--- config.mk ---
export PLATFORM = sky130hd
export DESIGN_NAME = clip_status_mux
export DESIGN_NICKNAME = d
export VERILOG_FILES = /design/src/rtl/clip_status_pkg.sv /design/src/rtl/clip_rst_sync.sv /design/src/rtl/clip_chan_monitor.sv /design/src/rtl/clip_src_select.sv /design/src/rtl/clip_status_mux.sv
export SDC_FILE = /design/constraint.sdc
export NUM_CORES = 1
export LEC_CHECK = 0
export ABC_AREA = 1
export ABC_CLOCK_PERIOD_IN_PS = 800
export CAP_MARGIN = 25
export CELL_PAD_IN_SITES_DETAIL_PLACEMENT = 0
export CELL_PAD_IN_SITES_GLOBAL_PLACEMENT = 1
export CORE_MARGIN = 2
export CORE_UTILIZATION = 34
export DETAILED_ROUTE_END_ITERATION = 8
export PLACE_DENSITY_LB_ADDON = 0.1
export SKIP_CTS_REPAIR_TIMING = 1
export SYNTH_ARGS = -nofsm -noshare
export SYNTH_HDL_FRONTEND = slang
export SYNTH_SLANG_ARGS = --single-unit
--- constraint.sdc ---
create_clock -name clk -period 0.8 [get_ports clk]
set_input_delay 0.08 -clock clk [delete_from_list [all_inputs] [get_ports clk]]
set_output_delay 0.08 -clock clk [all_outputs]
set_load 0.02 [all_outputs]
--- src/rtl/clip_status_pkg.sv ---
package clip_status_pkg;

  // Source selection for the shared status pin
  typedef enum logic [1:0] {
    SRC_CLIP  = 2'b00,
    SRC_THERM = 2'b01,
    SRC_BOTH  = 2'b10,
    SRC_TWEET = 2'b11
  } stat_src_e;

endpackage

--- src/rtl/clip_rst_sync.sv ---
module clip_rst_sync #(
  parameter int STAGES = 2
) (
  input  logic clk,
  input  logic rst_n,
  output logic rst_sync_n
);

  logic [STAGES-1:0] sync_q;
  logic [STAGES-1:0] sync_d;

  always_comb begin
    sync_d = {sync_q[STAGES-2:0], 1'b1};
  end

  always_ff @(posedge clk or negedge rst_n) begin
    if (!rst_n) sync_q <= '0;
    else        sync_q <= sync_d;
  end

  assign rst_sync_n = sync_q[STAGES-1];

endmodule

--- src/rtl/clip_chan_monitor.sv ---
module clip_chan_monitor (
  input  logic clk,
  input  logic rst_n,
  input  logic pwm_i,
  input  logic stb_i,
  output logic clip_o
);

  logic prev_q, prev_d;
  logic seen_q, seen_d;
  logic armed_q, armed_d;
  logic clip_q, clip_d;
  logic edge_now;
  logic period_active;

  // Next-state logic
  always_comb begin
    edge_now      = pwm_i ^ prev_q;
    period_active = seen_q | edge_now;
    prev_d        = pwm_i;
    seen_d        = period_active;
    armed_d       = armed_q;
    clip_d        = clip_q;
    if (stb_i) begin
      seen_d  = 1'b0;
      armed_d = 1'b1;
      if (armed_q) clip_d = ~period_active;
    end
  end

  // State registers
  always_ff @(posedge clk or negedge rst_n) begin
    if (!rst_n) begin
      prev_q  <= 1'b0;
      seen_q  <= 1'b0;
      armed_q <= 1'b0;
      clip_q  <= 1'b0;
    end else begin
      prev_q  <= prev_d;
      seen_q  <= seen_d;
      armed_q <= armed_d;
      clip_q  <= clip_d;
    end
  end

  assign clip_o = clip_q;

endmodule

--- src/rtl/clip_src_select.sv ---
module clip_src_select
  import clip_status_pkg::*;
(
  input  logic      clk,
  input  logic      rst_n,
  input  logic      any_clip_i,
  input  logic      otw_i,
  input  logic      any_tw_i,
  input  logic      diag_i,
  input  stat_src_e src_i,
  output logic      status_n_o
);

  logic report;
  logic status_n_d, status_n_q;

  always_comb begin
    case (src_i)
      SRC_CLIP:  report = any_clip_i;
      SRC_THERM: report = otw_i;
      SRC_BOTH:  report = any_clip_i | otw_i;
      SRC_TWEET: report = diag_i & any_tw_i;
      default:   report = 1'b0;
    endcase
    status_n_d = ~report;
  end

  always_ff @(posedge clk or negedge rst_n) begin
    if (!rst_n) status_n_q <= 1'b1;
    else        status_n_q <= status_n_d;
  end

  assign status_n_o = status_n_q;

endmodule

--- src/rtl/clip_status_mux.sv ---
module clip_status_mux
  import clip_status_pkg::*;
#(
  parameter int NUM_CH      = 4,
  parameter int SYNC_STAGES = 2
) (
  input  logic              clk,
  input  logic              rst_n,
  input  logic [NUM_CH-1:0] pwm_i,
  input  logic              period_stb_i,
  input  logic              otw_i,
  input  logic [NUM_CH-1:0] tw_evt_i,
  input  logic              diag_mode_i,
  input  logic [1:0]        mode_sel_i,
  output logic              status_n_o
);

  logic              rst_sync_n;
  logic [NUM_CH-1:0] clip_vec;
  logic              any_clip;
  logic              any_tw;
  stat_src_e         src_sel;

  clip_rst_sync #(.STAGES(SYNC_STAGES)) u_rst_sync (
    .clk        (clk),
    .rst_n      (rst_n),
    .rst_sync_n (rst_sync_n)
  );

  for (genvar c = 0; c < NUM_CH; c++) begin : g_chan
    clip_chan_monitor u_mon (
      .clk    (clk),
      .rst_n  (rst_sync_n),
      .pwm_i  (pwm_i[c]),
      .stb_i  (period_stb_i),
      .clip_o (clip_vec[c])
    );
  end

  always_comb begin
    any_clip = |clip_vec;
    any_tw   = |tw_evt_i;
    src_sel  = stat_src_e'(mode_sel_i);
  end

  clip_src_select u_sel (
    .clk        (clk),
    .rst_n      (rst_sync_n),
    .any_clip_i (any_clip),
    .otw_i      (otw_i),
    .any_tw_i   (any_tw),
    .diag_i     (diag_mode_i),
    .src_i      (src_sel),
    .status_n_o (status_n_o)
  );

endmodule

==> results.rst, run 1 <==
.. list-table::
   :header-rows: 1

   * - Metric
     - Value
   * - Result of the run
     - finished, violations left
   * - Violations in the final reports
     - negative setup slack
   * - Simple-gate portion of the synthesized area
     - 0.2813
   * - Max Transition Viols Final
     - 0
   * - DRC Markers
     - 0
   * - I/O pin count
     - 16
   * - Non-filler cells, final
     - 135
   * - Arrival time worst endpoint
     - 0.92 ns
   * - Placed cell areas
     - 879.6 sq um
   * - Summed area of non-filler cells in the final layout
     - 989.7 sq um
   * - Register-to-register setup slack
     - 0 ns
   * - Post-Synth Adder-Cell Area
     - 0
   * - Most used standard cell by instance count after synthesis
     - sky130_fd_sc_hd__nand2_1
   * - Half-perimeter wire length after placement
     - 896 um
   * - Clock Path Buffers
     - 2
   * - Number of cells traversed by the worst register-to-register path
     - 4
   * - WL final
     - 1122 um
   * - Combinational family with the most area after synthesis
     - simple AND/OR/NAND/NOR gates
   * - Initial standard-cell utilization of the core
     - 0.3542
   * - Top_reg_cell synth
     - sky130_fd_sc_hd__dfrtp_1
   * - Chip Height
     - 48.74 um
   * - Crit Reg-Reg Endpoint
     - g_chan[1].u_mon.clip_o
   * - Achievable clock frequency
     - 999.4 MHz
   * - Worst endpoint required time
     - 0.72 ns
   * - Total global routing track utilization
     - 0.1135
   * - Fillcell total
     - 197
   * - Per-cell routed wire length
     - 8.311 um
   * - Die outline area
     - 0.002376 sq mm
   * - Power per standard cell area
     - 1716 mW/mm^2
   * - Slack of the critical path
     - -0.2006 ns
   * - Initial antenna violation count
     - 0
   * - Skew-Pair Late Insertion Delay
     - 0.28 ns
   * - Static Leakage
     - 0.0005403 uW
   * - Minimum clock period
     - 1.001 ns
   * - Fin nets
     - 124
   * - Final hold violation count
     - 0
   * - Critical path startpoint category
     - flip-flop
   * - Post-route ant nets
     - 0
   * - Sort of element at the end of the critical path
     - output pin
   * - Sink count of the clock tree
     - 16
   * - TritonCTS clock tree
     - yes
   * - Area share of the largest cell type after synthesis
     - 0.5515
   * - Async SR Flop Fraction
     - 1.000
   * - Clk Tree Root Cell
     - sky130_fd_sc_hd__clkbuf_4
   * - Clock-pin slew on the worst setup and hold paths
     - 0.09 ns
   * - Maxcap violations
     - 0
   * - Vias per std cell
     - 3.993
   * - Total via count after detailed routing
     - 539
   * - Cell row count
     - 16
   * - CP max-delay cell
     - sky130_fd_sc_hd__dfstp_2
   * - Global-route wire length before repair
     - 2035 um
   * - Length of the first detailed-routing pass in iterations
     - 1
   * - Most used standard cells in the synthesized netlist
     - 30 x sky130_fd_sc_hd__nand2_1, 20 x sky130_fd_sc_hd__inv_1, 15 x sky130_fd_sc_hd__dfrtp_1
   * - Sequence of cells on the critical path
     - buf_6
   * - Synth area leaders
     - sky130_fd_sc_hd__dfrtp_1 55%, sky130_fd_sc_hd__nand2_1 17%, sky130_fd_sc_hd__inv_1 11%
   * - Timing endpoint of the critical path
     - status_n_o
   * - Maximum level of the CTS H-tree
     - 1
   * - Longest individual stage delay on the worst path
     - 0.53 ns
   * - Routability Congestion
     - 0.7364
   * - Leading area contributor after synthesis
     - sky130_fd_sc_hd__dfrtp_1
   * - Setup repair after global routing missed its margin
     - yes
   * - Final total power
     - 1699 uW
   * - Yosys warning total
     - 0
   * - Die width
     - 48.74 um
   * - Period utilisation layout
     - 1.251
   * - Mux share of post-synthesis cell area
     - 0
   * - Number of enable flip-flop cells after synthesis
     - 0
   * - Core Area
     - 0.001922 sq mm
   * - Flip-flop and latch count after synthesis
     - 16
   * - Number of DRC violations after detailed-routing iteration 0
     - 0
   * - GRT overflow
     - 0
   * - Worst setup startpoint
     - u_sel.status_n_o
   * - Signed area change from the synthesized netlist to the final layout
     - 45.40%
   * - Cell count after synthesis
     - 84
   * - Port Buffers
     - 15
   * - Share of cells above drive strength 1
     - 0.2315
   * - Cell family with the largest share of critical-path delay
     - flip-flops
   * - Pin count of the biggest net entering global routing
     - 10
   * - Mean cell area of the mapped netlist
     - 8.103 sq um
   * - Hold Worst Slack
     - 0.06155 ns
   * - Type of the setup path with the least slack
     - flip-flop to output pin
   * - Number of global-route vias before repair
     - 504
   * - Sequential element share of the synthesized area
     - 0.5901
   * - Total Neg Setup Slack
     - -0.2032 ns
   * - Largest fanout of any net on the critical path
     - 1
   * - Netlist area before placement
     - 680.7 sq um
   * - Path class of the lowest-slack min-delay path
     - flip-flop to async pin
   * - Fin Clk Skew
     - 0.001175 ns
   * - Worst-case vdd ir drop
     - 0.9453 mV
   * - Startpoint of the worst-slack reg-to-reg timing path
     - g_chan[3].u_mon.armed_q
   * - Total nets after synthesis
     - 99
   * - Share of the synthesized area in compound gates (AO/OA/AOI/OAI)
     - 0.007353
   * - Count of distinct cell types in the synthesized netlist
     - 12
   * - Total instance count after detailed placement
     - 128
   * - Clock buffer count from CTS
     - 3
   * - Count of final setup violators
     - 2
   * - Area share of xor/xnor cells in the synthesized design
     - 0
   * - Number of buffers and inverters on the critical path
     - 1
   * - Number of stages on the worst setup path
     - 1
   * - Number of antenna diodes
     - 0
layout by cell type, fill, tap and decap left out, drive strengths merged:
cell type       n
nand2          35
inv            21
dfrtp          15
clkdlybuf4s50  14
buf             5
nand3           4
nor2            4
clkbuf          4
a21oi           1
nand4           1
or2             1
dlygate4sd3     1
conb            1
dfstp           1
metal layers:
layer / vias to the layer above / part of all wire / GRT usage
li1: 286 / - / -
met1: 247 / 0.47 / 0.1437
met2: 4 / 0.50 / 0.1735
met3: 2 / 0.025 / 0.02778
met4: 0 / 0.0089 / 0.07143
met5: - / 0 / 0
sequential cells by signal (all words and copies together) (netlist names):
name / count
u_sel.status_n_o: 1
u_rst_sync.sync_q: 2
g_chan.u_mon.seen_q: 4
g_chan.u_mon.armed_q: 1
g_chan.u_mon.clip_o: 4
g_chan.u_mon.prev_q: 4
through the flow:
stage                     setup slack [ns]  utilization
final                              -0.2006       0.5150
after floorplan                    0.07713            -
after global routing               -0.2441       0.5150
after detailed placement           -0.3602       0.4577
after CTS                          -0.6938       0.4766
after global placement             -0.3612       0.4577
cell type report:
cell class              count  area (sq um)  area share
flip-flops and latches     16         401.6      0.4058
multi-input cells          47         237.7      0.2402
repair buffers             20         198.9      0.2010
inverters                  21         81.33     0.08217
clock buffers               4         36.28     0.03666
well taps                  27         33.78     0.03413
cell families after synthesis:
logic type             Yosys count
AO/OA/AOI/OAI                    1
buffers and inverters           21
flip-flops                      16
other                            1
AND/OR/NAND/NOR                 45
report_power, final:
part | total [uW] | switching, uW | internal, uW
Combinational | 276 | 130 | 147
Sequential | 901 | 29.0 | 872
Clock | 522 | 245 | 277
worst min path at each step:
stage          slack (ns)  cells past startpoint                endpoint
6_report             0.06                      0  g_chan[0].u_mon.clip_o
5_1_grt              0.08                      0  g_chan[0].u_mon.clip_o
4_1_cts             -0.07                      1    u_rst_sync.sync_q[0]
3_5_place_dp         0.06                      0  g_chan[0].u_mon.clip_o
3_3_place_gp         0.06                      0  g_chan[0].u_mon.clip_o
2_1_floorplan       -0.22                      0    u_rst_sync.sync_q[0]
(Power assumes the default switching activity.)
==> run 2, diff against run 1 <==
- ABC_CLOCK_PERIOD_IN_PS: 800 -> 1210
- CORE_UTILIZATION: 34 -> 36
- clock period: 0.8 -> 1.21 ns (I/O delays scaled with it)
==> run 2 against run 1 <==
The run now ends clean. Utilization grew 0.12 points. Via count shrank 3.2%. Register-to-register slack better by 0.41 ns. Global-route usage up 0.82 points. Die area shrank 5.1%. Final cell count down 4.4%. Final area down 9.0%. Power shrank 40%. Worst hold slack better by 0.16 ns. Sequential share of layout area up 4.0 points.
==> results.rst, run 2 (synthesis gave the netlist of run 1 again) <==
.. list-table::
   :header-rows: 1

   * - Metric
     - Value
   * - Clock Path Buffers
     - 2 (unchanged)
   * - Minimum clock period
     - 1.123 ns
   * - CP max-delay cell
     - sky130_fd_sc_hd__dfstp_2
   * - Worst setup startpoint
     - u_sel.status_n_o
   * - Fin Clk Skew
     - 0.005128 ns (+0.003953 ns)
   * - Signed area change from the synthesized netlist to the final layout
     - 32.35%
   * - Skew-Pair Late Insertion Delay
     - 0.28 ns (about the same)
   * - Cell family with the largest share of critical-path delay
     - flip-flops
   * - Pin count of the biggest net entering global routing
     - 15 (+5)
   * - Longest individual stage delay on the worst path
     - 0.52 ns (about the same)
   * - WL final
     - 1062 um (-5.3%)
   * - Die outline area
     - 0.002254 sq mm (-5.1%)
   * - Critical path startpoint category
     - flip-flop
   * - Routability Congestion
     - 0.6691 (-9.1%)
   * - Startpoint of the worst-slack reg-to-reg timing path
     - g_chan[3].u_mon.armed_q
   * - Global-route wire length before repair
     - 1821 um (-11%)
   * - Die width
     - 47.48 um (-2.6%)
   * - Initial standard-cell utilization of the core
     - 0.3900 (+0.03580)
   * - Half-perimeter wire length after placement
     - 827.9 um (-7.6%)
   * - Sequence of cells on the critical path
     - dlymetal6s2s_1
   * - Clk Tree Root Cell
     - sky130_fd_sc_hd__clkbuf_4
   * - Crit Reg-Reg Endpoint
     - g_chan[2].u_mon.clip_o
   * - Worst endpoint required time
     - 1.09 ns (+0.37 ns)
   * - I/O pin count
     - 16 (unchanged)
   * - Timing endpoint of the critical path
     - status_n_o
   * - Routing usage on met2
     - 0.1892 (+0.01567)
   * - Fillcell total
     - 190 (-3.6%)
   * - Number of global-route vias before repair
     - 464 (-7.9%)
   * - Core Area
     - 0.001745 sq mm (-9.2%)
   * - Relative slew margins
     - 0.6352
   * - Total Neg Setup Slack
     - 0 ns (+0.2032 ns)
   * - Number of cells traversed by the worst register-to-register path
     - 4 (unchanged)
   * - Result of the run
     - finished clean
   * - Share of cells above drive strength 1
     - 0.09615 (-0.1353)
   * - Maximum level of the CTS H-tree
     - 1 (unchanged)
   * - Clock buffer count from CTS
     - 3 (unchanged)
   * - Post-route ant nets
     - 0 (unchanged)
   * - GRT overflow
     - 0 (unchanged)
   * - TritonCTS clock tree
     - yes
   * - Worst-case vdd ir drop
     - 0.5797 mV (-39%)
   * - Chip Height
     - 47.48 um (-2.6%)
   * - Setup repair after global routing missed its margin
     - no
   * - Met1 usage in global routing
     - 0.1435 (-0.0001719)
   * - Path class of the lowest-slack min-delay path
     - flip-flop to async pin
   * - Number of stages on the worst setup path
     - 1 (unchanged)
   * - Worst-margin pin slew
     - 0.5471 ns
   * - Fin nets
     - 120 (-3.2%)
   * - Total via count after detailed routing
     - 522 (-3.2%)
   * - Type of the setup path with the least slack
     - flip-flop to output pin
   * - Count of final setup violators
     - 0 (-2)
   * - Clock-pin slew on the worst setup and hold paths
     - 0.09 ns (about the same)
   * - Number of antenna diodes
     - 0 (unchanged)
   * - Per-cell routed wire length
     - 8.233 um (-0.95%)
   * - Sink count of the clock tree
     - 16 (unchanged)
   * - Most Used Layer, Global Route
     - met2
   * - Period utilisation layout
     - 0.9277
   * - Number of DRC violations after detailed-routing iteration 0
     - 3 (+3)
   * - Largest fanout of any net on the critical path
     - 1 (unchanged)
   * - Register-to-register setup slack
     - 0.41 ns (+0.41 ns)
   * - Final hold violation count
     - 0 (unchanged)
   * - Achievable clock frequency
     - 890.8 MHz
   * - Most common library cell in the layout ignoring fill and taps
     - sky130_fd_sc_hd__nand2_1
   * - Arrival time worst endpoint
     - 1.00 ns (+0.08 ns)
   * - Vias per std cell
     - 4.047 (+1.4%)
   * - Power per standard cell area
     - 1141 mW/mm^2 (-34%)
   * - Sort of element at the end of the critical path
     - output pin
   * - Initial antenna violation count
     - 0 (unchanged)
   * - Number of buffers and inverters on the critical path
     - 1 (unchanged)
   * - Static Leakage
     - 0.0005144 uW (-4.8%)
   * - Length of the first detailed-routing pass in iterations
     - 2 (+1)
   * - Maxcap violations
     - 0 (unchanged)
   * - Port Buffers
     - 15 (unchanged)
   * - Cell row count
     - 15 (-1)
   * - Commonest cells after routing, fill and taps aside
     - 30 x sky130_fd_sc_hd__nand2_1, 20 x sky130_fd_sc_hd__inv_1, 15 x sky130_fd_sc_hd__dfrtp_1, 14 x sky130_fd_sc_hd__clkdlybuf4s50_1, 5 x sky130_fd_sc_hd__nand2_2
   * - Hold Worst Slack
     - 0.2221 ns (+0.1606 ns)
   * - Total global routing track utilization
     - 0.1218 (+0.008228)
   * - Met3 Resource Use GR
     - 0.02642 (-0.001363)
   * - Max Transition Viols Final
     - 0 (unchanged)
   * - DRC Markers
     - 0 (unchanged)
-- run 2: report_power, final --
group,internal [uW],switching (uW)
logic,79.4,67.6
clock network,128,154
registers,576,22.7
-- run 2: metrics by stage --
step                total power (uW)  setup slack, ns    util  instances  cell area [sq um]
CTS                             1048          -0.3077  0.5090        128              888.4
global route                    1102          0.03337  0.5161        129              900.9
detailed placement             758.1         0.006655  0.4939        124              862.1
floorplan                      681.9           0.4871       -         84              680.7
global placement               754.9         0.007286  0.4939        124              862.1
finish                          1028          0.08746  0.5161        129              900.9
-- run 2: how the worst min path moves through the flow --
stage / to / slack (ns) / cells past startpoint
after CTS: u_rst_sync.sync_q[0] / -0.01 / 1
after detailed placement: g_chan[0].u_mon.prev_q / 0.26 / 0
after global routing: g_chan[2].u_mon.clip_o / 0.29 / 0
after global placement: g_chan[0].u_mon.prev_q / 0.26 / 0
after floorplan: u_rst_sync.sync_q[0] / -0.17 / 0
final: g_chan[2].u_mon.seen_q / 0.22 / 0
-- run 2: final cells by class --
class / count / area [sq um] / share of cell area
clock buffer: 4 / 26.28 / 0.02917
inverter: 21 / 78.83 / 0.08750
multi-input combinational: 47 / 200.2 / 0.2222
sequential: 16 / 401.6 / 0.4458
tap: 25 / 31.28 / 0.03472
timing repair buffer: 16 / 162.7 / 0.1806
-- run 2: layer usage --
metal  wire [um]  vias up
met5           0        -
met4          29        0
met3          54        4
met2         472       10
met1         506      226
li1            -      282
==> run 3, diff against run 2 <==
- PLACE_DENSITY: default -> 0.82
- PLACE_DENSITY_LB_ADDON: 0.1 -> default
==> run 3 against run 2 <==
Combinational power about the same. Final cell count unchanged. Worst hold slack improved by 0.0079 ns. Final area rose by 1.1%. Via count decreased by 4.2%. Wire length fell by 1.3%. Non-clock buffer count unchanged. Sequential share of layout area shrank 0.49 points. Clock power rose by 22%. Clock skew up 0.0019 ns.
==> results.rst, run 3 (synthesis gave the netlist of run 1 again) <==
.. list-table::
   :header-rows: 1

   * - Metric
     - Value
   * - Result of the run
     - finished clean
   * - Relative slew margins
     - 0.6326 (-0.002687)
   * - Share of cells above drive strength 1
     - 0.1058 (+0.009615)
   * - Initial antenna violation count
     - 0 (unchanged)
   * - Maxcap violations
     - 0 (unchanged)
   * - Most Used Layer, Global Route
     - met2
   * - Power per standard cell area
     - 1198 mW/mm^2 (+5.1%)
   * - Number of DRC violations after detailed-routing iteration 0
     - 11 (+8)
   * - Met1 usage in global routing
     - 0.1422 (-0.001372)
   * - Signed area change from the synthesized netlist to the final layout
     - 33.82%
   * - Achievable clock frequency
     - 892.9 MHz (+0.23%)
   * - Initial standard-cell utilization of the core
     - 0.3900 (unchanged)
   * - Register-to-register setup slack
     - 0.40 ns (about the same)
   * - Fin nets
     - 120 (unchanged)
   * - Setup repair after global routing missed its margin
     - no
   * - Met3 Resource Use GR
     - 0.02264 (-0.003774)
   * - Maximum level of the CTS H-tree
     - 1 (unchanged)
   * - Sort of element at the end of the critical path
     - output pin
   * - Chip Height
     - 47.48 um (unchanged)
   * - Skew-Pair Late Insertion Delay
     - 0.28 ns (about the same)
   * - Minimum clock period
     - 1.120 ns (-0.002575 ns)
   * - Routability Congestion
     - 0.6742 (+0.76%)
   * - Die outline area
     - 0.002254 sq mm (unchanged)
   * - Path class of the lowest-slack min-delay path
     - flip-flop to async pin
   * - Count of final setup violators
     - 0 (unchanged)
   * - Multi-input logic area
     - 200.2 sq um (unchanged)
   * - Clock-pin slew on the worst setup and hold paths
     - 0.10 ns (about the same)
   * - Longest individual stage delay on the worst path
     - 0.52 ns (about the same)
   * - Post-route ant nets
     - 0 (unchanged)
   * - Core Area
     - 0.001745 sq mm (unchanged)
   * - Vias per std cell
     - 3.876 (-4.2%)
   * - Most common library cell in the layout ignoring fill and taps
     - sky130_fd_sc_hd__nand2_1
   * - Sink count of the clock tree
     - 16 (unchanged)
   * - Clk Tree Root Cell
     - sky130_fd_sc_hd__clkbuf_4
   * - Clock buffer count from CTS
     - 3 (unchanged)
   * - I/O pin count
     - 16 (unchanged)
   * - Worst-case vdd ir drop
     - 0.8318 mV (+43%)
   * - DRC Markers
     - 0 (unchanged)
   * - Total global routing track utilization
     - 0.1165 (-0.005224)
   * - Total area of sequential cells
     - 401.6 sq um (unchanged)
   * - Die width
     - 47.48 um (unchanged)
   * - Number of global-route vias before repair
     - 479 (+3.2%)
   * - Final core occ
     - 0.5219 (+0.005735)
   * - Static Leakage
     - 0.0005204 uW (+1.2%)
   * - Type of the setup path with the least slack
     - flip-flop to output pin
   * - Crit Reg-Reg Endpoint
     - g_chan[1].u_mon.clip_o
   * - Period utilisation layout
     - 0.9256 (-0.002128)
   * - Hold Worst Slack
     - 0.2300 ns (+0.007911 ns)
   * - Total Neg Setup Slack
     - 0 ns (unchanged)
   * - Number of cells traversed by the worst register-to-register path
     - 4 (unchanged)
   * - TritonCTS clock tree
     - yes
   * - Cell row count
     - 15 (unchanged)
   * - Final hold violation count
     - 0 (unchanged)
   * - WL final
     - 1048 um (-1.3%)
   * - Worst endpoint required time
     - 1.09 ns (about the same)
   * - Arrival time worst endpoint
     - 1.00 ns (about the same)
   * - Per-cell routed wire length
     - 8.124 um (-1.3%)
   * - Largest fanout of any net on the critical path
     - 1 (unchanged)
   * - Total via count after detailed routing
     - 500 (-4.2%)
   * - Worst setup slack after placement
     - 0.01192 ns (+0.005265 ns)
   * - Number of buffers and inverters on the critical path
     - 1 (unchanged)
   * - Global-route wire length before repair
     - 1814 um (-0.38%)
   * - Fin Clk Skew
     - 0.007036 ns (+0.001908 ns)
   * - GRT overflow
     - 0 (unchanged)
   * - Half-perimeter wire length after placement
     - 836.3 um (+1.0%)
   * - Max Transition Viols Final
     - 0 (unchanged)
   * - Slack of the critical path
     - 0.09004 ns (+0.002575 ns)
   * - Fillcell total
     - 187 (-1.6%)
   * - Worst-margin pin slew
     - 0.5512 ns (+0.004031 ns)
   * - Clock Path Buffers
     - 2 (unchanged)
   * - Startpoint of the worst-slack reg-to-reg timing path
     - g_chan[3].u_mon.armed_q
   * - Routing usage on met2
     - 0.2000 (+0.01081)
   * - CP max-delay cell
     - sky130_fd_sc_hd__dfstp_2
   * - Port Buffers
     - 15 (unchanged)
   * - Commonest cells after routing, fill and taps aside
     - 30 x sky130_fd_sc_hd__nand2_1, 20 x sky130_fd_sc_hd__inv_1, 15 x sky130_fd_sc_hd__dfrtp_1, 14 x sky130_fd_sc_hd__clkdlybuf4s50_1, 5 x sky130_fd_sc_hd__nand2_2
   * - Number of antenna diodes
     - 0 (unchanged)
   * - Final total power
     - 1092 uW (+6.2%)
   * - Sequence of cells on the critical path
     - dlymetal6s2s_1
   * - Cell family with the largest share of critical-path delay
     - flip-flops
   * - Length of the first detailed-routing pass in iterations
     - 4 (+2)
   * - Critical path startpoint category
     - flip-flop
   * - Pin count of the biggest net entering global routing
     - 15 (unchanged)
==> run 3: layer usage <==
layer / routed length, um / part of all wire
met1: 466 / 0.44
met2: 539 / 0.51
met3: 42 / 0.040
met5: 0 / 0
met4: 0 / 0
==> run 3: cell type report <==
cell class	count	share of cell area
sequential	16	0.4409
clock buffer	4	0.03984
multi-input combinational	47	0.2198
inverter	21	0.08654
timing repair buffer	16	0.1786
tap	25	0.03434
==> run 3: worst max path at each step <==
stage                                        from                     end  cells past startpoint
after CTS                        u_sel.status_n_o              status_n_o                      1
final                            u_sel.status_n_o              status_n_o                      1
after global placement           u_sel.status_n_o              status_n_o                      1
after global routing             u_sel.status_n_o              status_n_o                      1
after detailed placement         u_sel.status_n_o              status_n_o                      1
after floorplan           g_chan[3].u_mon.armed_q  g_chan[0].u_mon.clip_o                      4
==> run 3: through the flow <==
step / std cells / instance area [sq um]
2_1_floorplan: 84 / 680.7
3_3_place_gp: 124 / 862.1
3_5_place_dp: 124 / 862.1
4_1_cts: 128 / 898.4
5_1_grt: 129 / 910.9
6_report: 129 / 910.9
==> run 3: power by group <==
group	internal [uW]	total, uW	switching [uW]
registers	576	599	22.8
clock network	183	345	162
logic	79.4	148	68.1
